### config.mk
export PLATFORM = sky130hd
export DESIGN_NAME = core_collar
export DESIGN_NICKNAME = d
export VERILOG_FILES = /design/src/rtl/collar_pkg.sv /design/src/rtl/collar_cell.sv /design/src/rtl/collar_ctrl.sv /design/src/rtl/collar_datapath.sv /design/src/rtl/core_collar.sv
export SDC_FILE = /design/constraint.sdc
export NUM_CORES = 1
export LEC_CHECK = 0
export ABC_AREA = 0
export BUFFER_PORTS_ARGS = -buffer_cell sky130_fd_sc_hd__clkbuf_2
export CAP_MARGIN = 20
export CORE_ASPECT_RATIO = 1.2
export CORE_MARGIN = 2
export CORE_UTILIZATION = 49
export CTS_BUF_LIST = sky130_fd_sc_hd__clkbuf_16
export DETAILED_ROUTE_END_ITERATION = 8
export PLACE_DENSITY = 0.83
export RECOVER_POWER = 50
export SETUP_SLACK_MARGIN = 0.1
export SLEW_MARGIN = 20
export SYNTH_ARGS = -nofsm -noshare
export SYNTH_HDL_FRONTEND = slang
export SYNTH_SLANG_ARGS = --single-unit
### constraint.sdc
create_clock -name tck -period 1.78 [get_ports tck]
set_clock_uncertainty 0.2 [all_clocks]
set_input_delay 0.356 -clock tck [delete_from_list [all_inputs] [get_ports tck]]
set_output_delay 0.356 -clock tck [all_outputs]
set_load 0.05 [all_outputs]
### src/rtl/collar_pkg.sv
package collar_pkg;

  localparam int IR_W = 2;

  localparam logic [IR_W-1:0] CODE_FUNCTIONAL = 2'b00;
  localparam logic [IR_W-1:0] CODE_INTERCONN  = 2'b01;
  localparam logic [IR_W-1:0] CODE_CORETEST   = 2'b10;

  // strobes handed from control to the cell datapath
  typedef struct packed {
    logic chainShift;
    logic chainCapture;
    logic chainUpdate;
    logic extTest;
    logic intTest;
  } collarStrobes_t;

endpackage

### src/rtl/collar_cell.sv
module collar_cell (
  input  logic tck,
  input  logic trstN,
  input  logic serialIn,
  input  logic parallelIn,
  input  logic captureSel,
  input  logic shiftSel,
  input  logic updateSel,
  output logic serialOut,
  output logic heldVal
);

  logic shiftFlop;

  always_ff @(posedge tck or negedge trstN) begin
    if (!trstN) begin
      shiftFlop <= 1'b0;
    end else if (shiftSel) begin
      shiftFlop <= serialIn;
    end else if (captureSel) begin
      shiftFlop <= parallelIn;
    end
  end

  always_ff @(posedge tck or negedge trstN) begin
    if (!trstN) begin
      heldVal <= 1'b0;
    end else if (updateSel) begin
      heldVal <= shiftFlop;
    end
  end

  assign serialOut = shiftFlop;

endmodule

### src/rtl/collar_ctrl.sv
module collar_ctrl
  import collar_pkg::*;
(
  input  logic            tck,
  input  logic            trstN,
  input  logic            tdi,
  input  logic            selInstr,
  input  logic            shiftEn,
  input  logic            captureEn,
  input  logic            updateEn,
  output collarStrobes_t  stb,
  output logic            irSerialOut,
  output logic [IR_W-1:0] activeCode
);

  logic [IR_W-1:0] irShift;
  logic            irShiftGo;
  logic            irUpdateGo;

  assign irShiftGo  = selInstr & shiftEn;
  assign irUpdateGo = selInstr & updateEn & ~shiftEn & ~captureEn;

  always_ff @(posedge tck or negedge trstN) begin
    if (!trstN) begin
      irShift    <= '0;
      activeCode <= CODE_FUNCTIONAL;
    end else begin
      if (irShiftGo) begin
        irShift <= {tdi, irShift[IR_W-1:1]};
      end
      if (irUpdateGo) begin
        activeCode <= irShift;
      end
    end
  end

  assign irSerialOut = irShift[0];

  always_comb begin
    stb.chainShift   = ~selInstr & shiftEn;
    stb.chainCapture = ~selInstr & captureEn & ~shiftEn;
    stb.chainUpdate  = ~selInstr & updateEn & ~shiftEn & ~captureEn;
    stb.extTest      = (activeCode == CODE_INTERCONN);
    stb.intTest      = (activeCode == CODE_CORETEST);
  end

endmodule

### src/rtl/collar_datapath.sv
module collar_datapath
  import collar_pkg::*;
#(
  parameter int NUM_IN  = 8,
  parameter int NUM_OUT = 6
) (
  input  logic               tck,
  input  logic               trstN,
  input  logic               tdi,
  input  collarStrobes_t     stb,
  input  logic [NUM_IN-1:0]  hostIn,
  output logic [NUM_IN-1:0]  coreIn,
  input  logic [NUM_OUT-1:0] coreOut,
  output logic [NUM_OUT-1:0] hostOut,
  output logic               chainSerialOut
);

  localparam int CHAIN_LEN = NUM_IN + NUM_OUT;

  logic [CHAIN_LEN:0] link;

  assign link[0]        = tdi;
  assign chainSerialOut = link[CHAIN_LEN];

  // input-side cells: observe host wiring, control the core
  for (genvar i = 0; i < NUM_IN; i++) begin : g_inCell
    logic held;

    collar_cell u_cell (
      .tck        (tck),
      .trstN      (trstN),
      .serialIn   (link[i]),
      .parallelIn (hostIn[i]),
      .captureSel (stb.chainCapture & stb.extTest),
      .shiftSel   (stb.chainShift),
      .updateSel  (stb.chainUpdate),
      .serialOut  (link[i+1]),
      .heldVal    (held)
    );

    assign coreIn[i] = stb.intTest ? held : hostIn[i];
  end

  // output-side cells: observe the core, control host wiring
  for (genvar j = 0; j < NUM_OUT; j++) begin : g_outCell
    logic held;

    collar_cell u_cell (
      .tck        (tck),
      .trstN      (trstN),
      .serialIn   (link[NUM_IN+j]),
      .parallelIn (coreOut[j]),
      .captureSel (stb.chainCapture & stb.intTest),
      .shiftSel   (stb.chainShift),
      .updateSel  (stb.chainUpdate),
      .serialOut  (link[NUM_IN+j+1]),
      .heldVal    (held)
    );

    assign hostOut[j] = stb.extTest ? held : coreOut[j];
  end

endmodule

### src/rtl/core_collar.sv
module core_collar
  import collar_pkg::*;
#(
  parameter int NUM_IN  = 8,
  parameter int NUM_OUT = 6
) (
  input  logic               tck,
  input  logic               trstN,
  input  logic               tdi,
  output logic               tdo,
  input  logic               selInstr,
  input  logic               shiftEn,
  input  logic               captureEn,
  input  logic               updateEn,
  input  logic [NUM_IN-1:0]  hostIn,
  output logic [NUM_IN-1:0]  coreIn,
  input  logic [NUM_OUT-1:0] coreOut,
  output logic [NUM_OUT-1:0] hostOut
);

  collarStrobes_t  stb;
  logic            irSerialOut;
  logic            chainSerialOut;
  logic [IR_W-1:0] activeCode;

  collar_ctrl u_ctrl (
    .tck         (tck),
    .trstN       (trstN),
    .tdi         (tdi),
    .selInstr    (selInstr),
    .shiftEn     (shiftEn),
    .captureEn   (captureEn),
    .updateEn    (updateEn),
    .stb         (stb),
    .irSerialOut (irSerialOut),
    .activeCode  (activeCode)
  );

  collar_datapath #(
    .NUM_IN  (NUM_IN),
    .NUM_OUT (NUM_OUT)
  ) u_dp (
    .tck            (tck),
    .trstN          (trstN),
    .tdi            (tdi),
    .stb            (stb),
    .hostIn         (hostIn),
    .coreIn         (coreIn),
    .coreOut        (coreOut),
    .hostOut        (hostOut),
    .chainSerialOut (chainSerialOut)
  );

  assign tdo = selInstr ? irSerialOut : chainSerialOut;

endmodule

Word level (Yosys, flattened, before mapping):

Index checks and enable logic that the tools add are counted.

* reductions and logical operators: 2
* mux-type cells: 43
* bitwise gates (word level): 15
* eq/ne operators: 2

Operator list (count)
* two-way mux 1 bit: 43
* AND 1 bit: 12
* nonzero test 2 bit: 2
* NOT 1 bit: 3
* equality test 2 x 1 -> 1 bit, second input constant: 1
* equality test 2 bit, second input constant: 1

* output and inout bits: 15
* bits of input ports: 21
* logic and storage cells: 92
* bits in registers: 32

Longest topological paths before layout:

Gate-level depths: netlist (run 1).

* depth after elaboration: 6
* mapped depth: 5
* mapped depth without buffers: 3

Cells and area by module:

From an unflattened synthesis (run 1), not the netlist that was laid out.

* cells, all modules: 118
* area, all modules: 1642.8 um^2

Modules (own cells, without submodules)
* collar_cell: instances 14, area an instance 83.8 um^2, seq. area each 50.0 um^2, cells each 6
* collar_datapath: instances 1, area an instance 246.5 um^2, seq. area each 0.0 um^2, cells each 18
* collar_ctrl: instances 1, area an instance 207.7 um^2, seq. area each 100.1 um^2, cells each 15
* core_collar: instances 1, area an instance 15.0 um^2, seq. area each 0.0 um^2, cells each 1

Worst setup path after synthesis (run 1):

OpenSTA, ideal clock, no wires.

* path type: reg2out
* start point: register u_ctrl.activeCode[0]
* end point: output coreIn[0]
* path buffers: 1
* stages on the path, launching flop included: 4
* setup slack: 0.110 ns
* arrival: 1.114 ns
* cell sequence: dfrtp_1 -> nor2b_1 -> buf_2 -> mux2_2

* longest elaborated chain between the ends: 2

Ends and longest elaborated chain
* start: declaration: line collar_ctrl.sv:13 `output logic [IR_W-1:0] activeCode`
* start signal: assignment: line collar_ctrl.sv:32 `activeCode <= irShift;`
* equality test 2 bit: line collar_ctrl.sv:44 `stb.intTest = (activeCode == CODE_CORETEST);`
* two-way mux 1 bit: line collar_datapath.sv:41 `assign coreIn[i] = stb.intTest ? held : hostIn[i];`
* end: declaration: line core_collar.sv:16 `output logic [NUM_IN-1:0] coreIn,`

No other way between the ends.

Worst setup path in the final report (run 1):

* start point: register u_ctrl.activeCode[0]
* end point: output hostOut[3]

* longest elaborated chain between the ends: 2

Ends and longest elaborated chain
* equality test 2 x 1 -> 1 bit: line collar_ctrl.sv:43 `stb.extTest = (activeCode == CODE_INTERCONN);`
* two-way mux 1 bit: line collar_datapath.sv:60 `assign hostOut[j] = stb.extTest ? held : coreOut[j];`
* end: declaration: line core_collar.sv:18 `output logic [NUM_OUT-1:0] hostOut`

No other way between the ends.

==> flow_metrics.tcl, run 1 <==
set metrics [dict create \
    dieArea_mm2 0.00391 \
    grt_setup_unrepaired "true" \
    drtIter0Drc 25 \
    internal_power_w 0.00258 \
    swShare_pct 33.2 \
    syn_avg_cell_area_um2 15.5 \
    regArea_um2 802 \
    via_per_inst 5.42 \
    area_growth_pct 45.6 \
    ioPinCount 36 \
    seqPwrFrac_pct 30.9 \
    rows 23 \
    synthMuxAreaShare_pct 43.9 \
    antenna_found_initial 0 \
    synth_compound_area_share_pct 1.05 \
    crit_start "u_ctrl.activeCode[0]" \
    grt_util_all_layers_pct 22.1 \
    required_ns 1.22 \
    synth_cells 108 \
    p_clk_share_pct 24.9 \
    regToRegStartpoint "u_ctrl.activeCode[1]" \
    fillers 185 \
    synth_xor_area_share_pct 0 \
    via_count 1094 \
    yosysUniqueCellTypes 14 \
    drive_gt1_share_pct 78.2 \
    clock-sinks 32 \
    power_leakage_nw 1.16 \
    die_w_um 57.4 \
    worst_pin_slew_ns 0.817 \
    reg2reg_to "u_dp.g_outCell[5].u_cell.serialOut" \
    fin_crit_ns 2.07 \
    gpl.final_weighted_congestion 0.762 \
    fmax_mhz 482 \
    synth_nets 129 \
    synth_simple_gate_area_share_pct 3.44 \
    synth_top_area_share_pct 47.8 \
    p_switching_w 0.00128 \
    r2r_slack_ns 0.08 \
    fin_crit_sh_pct 117 \
    cap_violations 0 \
    drc 0 \
    cp-start-kind "flop" \
    yosysTopAreaCell "dfrtp_1" \
    initial_utilization_pct 50.6 \
    finalWorstSetupSlack_ns -0.295 \
    nNetsFinal 185 \
    min_from "tdi" \
    first_pass_iters 3 \
    violations "negative setup slack" \
    multiInputGateArea_um2 891 \
    fin_tns_setup_ns -3.73 \
    die_h_um 68.1 \
    ys_ff_latch 32 \
    grt_overflow_total 0 \
    cp_data_arrival_time_ns 1.52 \
    fin_area_mm2 0.00244 \
    finalHoldWorstSlack_ns 0.149 \
    htreeDepth 2 \
    netlist_area_mm2 0.00168 \
    crit_end "hostOut[3]" \
    synth_area_leaders "dfrtp_1, mux2_2, mux2_4" \
    slew_viol_final 0 \
    endpoint_kind "output pin" \
    synthAdderAreaFrac_pct 0 \
    yosysSeqAreaShare_pct 47.8 \
    numCtsBuffers 5 \
    core_mm2 0.00331 \
    worstHoldPathType "input port to flop" \
    maxSlewHeadroom_pct 45.5 \
    root_buffer "clkbuf_16" \
    path_max_fanout 6 \
    io_buffers 35 \
    diodes 0 \
    hold_depth 2 \
    wl_per_cell_um 20.3 \
    finalWirelength_um 4110 \
    power_density_mw_per_mm2 1580 \
    power.total_w 0.00386 \
    worstSetupPathType "flop to output pin" \
    clock_path_buffers 2 \
    setup_viol 14 \
    status "complete, but fails checks" \
    hold_viol 0 \
    synth_top_family_by_area "multiplexers" \
    dpl-instance-area_mm2 0.00197 \
    place_hpwl_um 2510 \
    p_comb_share_pct 44.2 \
    grt_pass1_vias 1209 \
    ant_nets 0 \
    insertion_delay_ns 0.28 \
    ir_worst_vdd_v 0.00114 \
    r2r_cells 4 \
    grt_pass1_wl_um 6130 \
    cts.clk_slew.worst_paths_ns 0.05 \
    yosys_warnings 0 \
    cts_tree "yes" \
    grt_max_degree 33 \
]
[worst min path at each step]
stage,end,slack [ns]
6_report,u_ctrl.irShift[1],0.15
5_1_grt,u_ctrl.irShift[1],0.16
4_1_cts,u_ctrl.irShift[1],0.14
3_5_place_dp,u_dp.g_inCell[4].u_cell.heldVal,0.13
3_3_place_gp,u_dp.g_inCell[4].u_cell.serialOut,0.12
2_1_floorplan,u_ctrl.activeCode[0],-0.14
[logic make-up (layout without fill, tap and decap cells)]
kind of cell,count (synthesis),after routing
mux,61,61
flops,32,32
buf+inv,7,64
simple gates,6,6
compound gates,2,2
[final cells by class]
type                    count  share of cell area, %
clock inverters             3                   1.59
well taps                  37                   1.90
clock buffers               5                   5.13
inverters                   1                  0.154
repair buffers             55                   21.8
flip-flops and latches     32                   32.9
multi-input cells          69                   36.5
[synthesized netlist by cell type]
master	count
a31o_2	2
inv_1	1
dfrtp_1	32
nand2_1	1
buf_6	2
nor2b_2	1
mux2_2	48
buf_2	2
buf_12	1
buf_4	1
mux2_4	13
nor2b_1	2
nor4b_1	1
nor4b_4	1
[power groups by stage]
stage	Clock [W]	Combinational (W)	Sequential, W
after global placement	0	0.00118	0.00114
after CTS	0.000973	0.00154	0.00117
after global routing	0.00101	0.00177	0.00122
after detailed placement	0	0.00122	0.00117
final	0.000963	0.00171	0.00119
after floorplan	0	0.000964	0.00111
[sequential cells by signal (all words and copies together) (netlist names)]
name,flops
u_dp.g_outCell.u_cell.heldVal,6
u_ctrl.irShift,2
u_ctrl.activeCode,2
u_dp.g_inCell.u_cell.heldVal,8
u_dp.g_inCell.u_cell.serialOut,8
u_dp.g_outCell.u_cell.serialOut,6
[worst max-delay path: stages, from the launching register on]
cell	delay (ns)
dfrtp_1	0.41
nor2b_4	0.19
buf_6	0.15
mux2_4	0.32
clkbuf_16	0.17
[cell usage in the layout, fill, tap and decap left out, drive strengths merged]
| master | synthesis | final |
|---|---|---|
| nor4b | 2 | 2 |
| a31o | 2 | 2 |
| mux2 | 61 | 61 |
| buf | 6 | 30 |
| inv | 1 | 2 |
| clkinv | 0 | 1 |
| bufinv | 0 | 1 |
| nand2 | 1 | 1 |
| nor2b | 3 | 3 |
| dlygate4sd3 | 0 | 1 |
| clkbuf | 0 | 29 |
| dfrtp | 32 | 32 |
[through the flow]
step / instances / util [%] / setup WS, ns
6_report: 202 / 73.7 / -0.295
5_1_grt: 202 / 73.7 / -0.339
4_1_cts: 200 / 71.6 / -0.324
3_5_place_dp: 189 / 59.7 / -0.0669
3_3_place_gp: 189 / 59.7 / -0.0573
2_1_floorplan: 108 / - / 0.110
[per-layer routing]
layer / part of all wire, % / vias to the layer above / global-route usage [%]
li1: - / 501 / -
met1: 41 / 561 / 25.7
met2: 53 / 24 / 36.8
met3: 3.1 / 8 / 6.62
met4: 2.6 / 0 / 11.6
met5: 0 / - / 0
[what timing repair did]
item | CTS | global route
gates resized for setup | 43 | 27
hold endpoints to repair | 32 | 0
hold buffers | 1 | 0
buffers inserted | 2 | 2
setup endpoints to repair | 21 | 23
Note: power is estimated with default switching activity, not from simulation.
==> run 2, diff against run 1 <==
Settings changed: CORE_UTILIZATION 49 to 48, PLACE_DENSITY 0.83 to 0.85.
Clock period 1.78 ns to 1.7 ns, I/O delays scaled along.
==> run 2 against run 1 <==
Net effect:
- the run still ends with negative setup slack left
- final area decreased by 0.97%
- clock power decreased by 16%
- critical path depth unchanged
- sequential power increased by 4%
- largest cell class unchanged
- highest routed layer unchanged
==> flow_metrics.tcl, run 2 (synthesized netlist as in run 1, its figures left out) <==
set metrics [dict create \
    status "complete, but fails checks" \
    violations "negative setup slack" \
    place_hpwl_um 2300 \
    grt_setup_unrepaired "true" \
    p_switching_w 0.00129 \
    ant_nets 0 \
    dieArea_mm2 0.00398 \
    grt_pass1_wl_um 6080 \
    first_pass_iters 2 \
    via_count 1081 \
    fin_area_mm2 0.00242 \
    area_growth_pct 44.2 \
    grt_max_degree 18 \
    power_leakage_nw 1.14 \
    power_density_mw_per_mm2 1590 \
    hold_viol 0 \
    p_comb_share_pct 46.7 \
    utilization_pct 72.4 \
    die_h_um 68.7 \
    worstHoldPathType "input port to flop" \
    path_max_fanout 4 \
    finalWorstSetupSlack_ns -0.370 \
    insertion_delay_ns 0.27 \
    dpl-instance-area_mm2 0.00197 \
    numCtsBuffers 5 \
    internal_power_w 0.00256 \
    wl_per_cell_um 19.0 \
    cap_violations 0 \
    ir_worst_vdd_v 0.00130 \
    cts.clk_slew.worst_paths_ns 0.05 \
    cp_data_arrival_time_ns 1.53 \
    clock-sinks 32 \
    htreeDepth 2 \
    die_w_um 57.9 \
    slew_viol_final 0 \
    p_clk_share_pct 21.1 \
    worst_pin_slew_ns 0.432 \
    fin_crit_ns 2.07 \
    setup_viol 20 \
    drc 0 \
    io_buffers 35 \
    drtIter0Drc 24 \
    power.total_w 0.00385 \
    gpl.final_weighted_congestion 0.781 \
    via_per_inst 5.46 \
    clock_path_buffers 2 \
    fin_crit_sh_pct 122 \
    swShare_pct 33.5 \
    grt_overflow_total 0 \
    initial_utilization_pct 50.2 \
    layout_common_cells "mux2_4, dfrtp_1, mux2_2, clkbuf_2, buf_8" \
    nNetsFinal 182 \
    ioPinCount 36 \
    rows 23 \
    worstSetupPathType "flop to output pin" \
    cp-start-kind "flop" \
    dr.max_layer_used "met4" \
    cts_tree "yes" \
    wl_met1_um 1480 \
    drive_gt1_share_pct 76.4 \
    core_mm2 0.00334 \
    fmax_mhz 483 \
    diodes 0 \
    endpoint_kind "output pin" \
    required_ns 1.16 \
    finalHoldWorstSlack_ns 0.139 \
    antenna_found_initial 0 \
    seqPwrFrac_pct 32.1 \
    grt_util_all_layers_pct 21.4 \
    wl_met3_um 166 \
    wl_met2_um 2070 \
    root_buffer "clkbuf_16" \
    maxSlewHeadroom_pct 71.2 \
    grt_pass1_vias 1267 \
    finalWirelength_um 3770 \
    fillers 223 \
    mostFrequentLayoutCell "mux2_4" \
]
## run 2: cell types whose count changed in the layout (fill, tap and decap cells not counted), moves of 2 or more
cell       before  now
mux2_2         33   25
clkinv_1        0    2
mux2_4         28   36
clkbuf_16       8    6
buf_8          12   14
buf_4          13    8
## run 2: area by class of cell
type	count	area (um2)	area share, %
clock inverter	2	7.51	0.311
sequential	32	802	33.2
multi-input combinational	69	930	38.5
clock buffer	5	125	5.18
timing repair buffer	52	502	20.8
tap	37	46.3	1.92
inverter	1	3.75	0.155
## run 2: timing repair
action,4_1_cts,5_1_grt
pin swaps,2,2
endpoints found under the setup margin,21,29
gates resized for setup,47,31
hold buffers,1,0
cloned,1,0
endpoints found under the hold margin,15,0
setup buffers,5,1
## run 2: per-stage QoR
| stage | setup TNS (ns) | setup WS (ns) | std cells |
|---|---|---|---|
| floorplan | 0 | 0.0457 | 108 |
| global placement | -1.67 | -0.0996 | 184 |
| detailed placement | -2.92 | -0.145 | 184 |
| CTS | -4.78 | -0.348 | 198 |
| global route | -5.80 | -0.407 | 198 |
| finish | -5.07 | -0.370 | 198 |
## run 2: power by group through the flow
| stage | logic, W | registers, W | clock network (W) |
|---|---|---|---|
| final | 0.00180 | 0.00124 | 0.000813 |
| after global routing | 0.00188 | 0.00128 | 0.000877 |
| after CTS | 0.00164 | 0.00122 | 0.000836 |
| after detailed placement | 0.00127 | 0.00122 | 0 |
| after global placement | 0.00124 | 0.00120 | 0 |
| after floorplan | 0.00104 | 0.00116 | 0 |
## run 2: worst paths after layout
check	startpoint	endpoint	slack, ns	depth (start not counted)
min in group asynchronous	trstN	u_ctrl.irShift[1]	0.33	2
max in group asynchronous	trstN	u_dp.g_outCell[0].u_cell.heldVal	0.20	3
worst min register to register	u_dp.g_outCell[5].u_cell.heldVal	u_dp.g_outCell[5].u_cell.heldVal	0.30	1
worst max register to register	u_ctrl.activeCode[1]	u_dp.g_outCell[5].u_cell.serialOut	-0.05	5
worst max-delay path	u_ctrl.activeCode[1]	coreIn[1]	-0.37	4
worst min-delay path	tdi	u_ctrl.irShift[1]	0.14	2
## run 2: worst max-delay path, cell delays in order (launching register included)
cell and delay (ns):
dfrtp_1 0.42, nor2b_4 0.21, buf_6 0.13, mux2_2 0.34
buf_8 0.15
## run 2: per-layer routing
| layer | global-route usage [%] | vias to the layer above |
|---|---|---|
| met2 | 40.8 | 35 |
| met1 | 22.1 | 543 |
| li1 | - | 497 |
| met3 | 6.53 | 6 |
| met5 | 0 | - |
| met4 | 7.27 | 0 |
==> run 3, diff against run 2 <==
Settings changed: GPL_TIMING_DRIVEN set to 0, TNS_END_PERCENT set to 1.
==> run 3 against run 2 <==
Net effect:
- the run still ends with negative setup slack left
- count of clock-buffer cells in the layout stayed put
- core utilization is 0.34 points higher
- worst setup slack better by 0.0011 ns
- flip-flop and latch count stayed put
- die area stayed put
==> flow_metrics.tcl, run 3 (synthesized netlist as in run 1, its figures left out) <==
set metrics [dict create \
    violations "negative setup slack" \
    drc 0 \
    clock_path_buffers 2 \
    power_leakage_nw 1.15 \
    core_mm2 0.00334 \
    r2r_slack_ns -0.09 \
    ir_worst_vdd_v 0.00135 \
    io_buffers 35 \
    grt_max_degree 33 \
    nNetsFinal 176 \
    ioPinCount 36 \
    drive_gt1_share_pct 76.3 \
    cp_data_arrival_time_ns 1.53 \
    grt_setup_unrepaired "true" \
    numCtsBuffers 5 \
    grt_pass1_vias 1190 \
    drtIter0Drc 25 \
    place_hpwl_um 2330 \
    gpl.final_weighted_congestion 0.737 \
    maxSlewHeadroom_pct 46.3 \
    htreeDepth 2 \
    diodes 0 \
    fin_crit_sh_pct 122 \
    regToRegStartpoint "u_ctrl.activeCode[1]" \
    first_pass_iters 4 \
    hold_viol 0 \
    status "complete, but fails checks" \
    fin_tns_setup_ns -6.14 \
    dieArea_mm2 0.00398 \
    root_buffer "clkbuf_16" \
    layout_common_cells "mux2_4, dfrtp_1, mux2_2, clkbuf_2, buf_8" \
    power_density_mw_per_mm2 1670 \
    grt_pass1_wl_um 6020 \
    insertion_delay_ns 0.27 \
    clock-sinks 32 \
    grt_util_all_layers_pct 21.2 \
    setup_viol 32 \
    grt_overflow_total 0 \
    worst_pin_slew_ns 0.806 \
    die_h_um 68.7 \
    mostFrequentLayoutCell "mux2_4" \
    worstSetupPathType "flop to output pin" \
    min_from "tdi" \
    cp-start-kind "flop" \
    wl_per_cell_um 19.5 \
    path_max_fanout 5 \
    area_growth_pct 44.9 \
    slew_viol_final 0 \
    finalHoldWorstSlack_ns 0.156 \
    hold_depth 2 \
    dp.cells 180 \
    endpoint_kind "output pin" \
    cts_tree "yes" \
    finalWirelength_um 3770 \
    rows 23 \
    antenna_found_initial 0 \
    cap_violations 0 \
    fmax_mhz 483 \
    worstHoldPathType "input port to flop" \
    die_w_um 57.9 \
    hold-path-endpoint "u_ctrl.irShift[1]" \
    required_ns 1.16 \
    ant_nets 0 \
    fin_cells 193 \
    r2r_cells 6 \
    initial_utilization_pct 50.2 \
    via_per_inst 5.47 \
    via_count 1056 \
    finalWorstSetupSlack_ns -0.369 \
    cts.clk_slew.worst_paths_ns 0.05 \
    reg2reg_to "u_dp.g_outCell[4].u_cell.serialOut" \
    fin_crit_ns 2.07 \
]
-- run 3: cell types whose count changed in the layout (fill, tap and decap cells not counted), moves of 2 or more --
cell	before	now
buf_4	8	1
clkinv_1	2	0
mux2_4	36	40
mux2_2	25	21
buf_6	4	7
buf_8	14	16
-- run 3: repair_timing --
| action | CTS | global route |
|---|---|---|
| endpoints found under the setup margin | 39 | 41 |
| hold buffers | 1 | 0 |
| resized for setup | 60 | 36 |
| hold endpoints to repair | 32 | 0 |
| setup buffers | 1 | 2 |
| cloned | 1 | 0 |
| pin swaps | 2 | 2 |
-- run 3: how the worst max path moves through the flow --
stage / startpoint / to / cells past startpoint
final: u_ctrl.activeCode[1] / coreIn[6] / 4
after global routing: u_ctrl.activeCode[1] / coreIn[6] / 4
after CTS: u_ctrl.activeCode[0] / coreIn[6] / 4
after detailed placement: selInstr / u_dp.g_outCell[3].u_cell.heldVal / 4
after global placement: selInstr / u_dp.g_inCell[1].u_cell.heldVal / 4
after floorplan: u_ctrl.activeCode[0] / coreIn[0] / 3
-- run 3: critical path, stage by stage (launching register included) --
cell and delay (ns):
dfrtp_1 0.40, nor2b_4 0.22, buf_6 0.16, mux2_4 0.32, buf_8 0.15
-- run 3: per-stage QoR --
stage / total power [W] / instance area, um2 / setup WS (ns) / util (%)
after detailed placement: 0.00245 / 1900 / -0.256 / 56.8
after global placement: 0.00239 / 1900 / -0.200 / 56.8
after CTS: 0.00387 / 2330 / -0.373 / 69.8
after global routing: 0.00424 / 2430 / -0.402 / 72.7
after floorplan: 0.00217 / 1680 / 0.0457 / -
final: 0.00406 / 2430 / -0.369 / 72.7
-- run 3: layout make-up --
type                    instances  area [um2]
plain buffers                   6        83.8
repair buffers                 40         393
inverters                       1        3.75
well taps                      37        46.3
clock inverters                 3        38.8
fillers                       225         911
clock buffers                   5         125
multi-input cells              69         936
flip-flops and latches         32         801
-- run 3: power breakdown --
group | switching, W | internal (W) | total, W
combinational | 0.000803 | 0.00102 | 0.00182
clock | 0.000306 | 0.000682 | 0.000987
sequential | 0.000204 | 0.00104 | 0.00125
-- run 3: routing by layer --
metal  share of wire, %  global-route usage [%]
met5                  0                       0
met4                1.3                    6.10
met1                 40                    23.2
met2                 53                    39.6
met3                5.3                    6.16
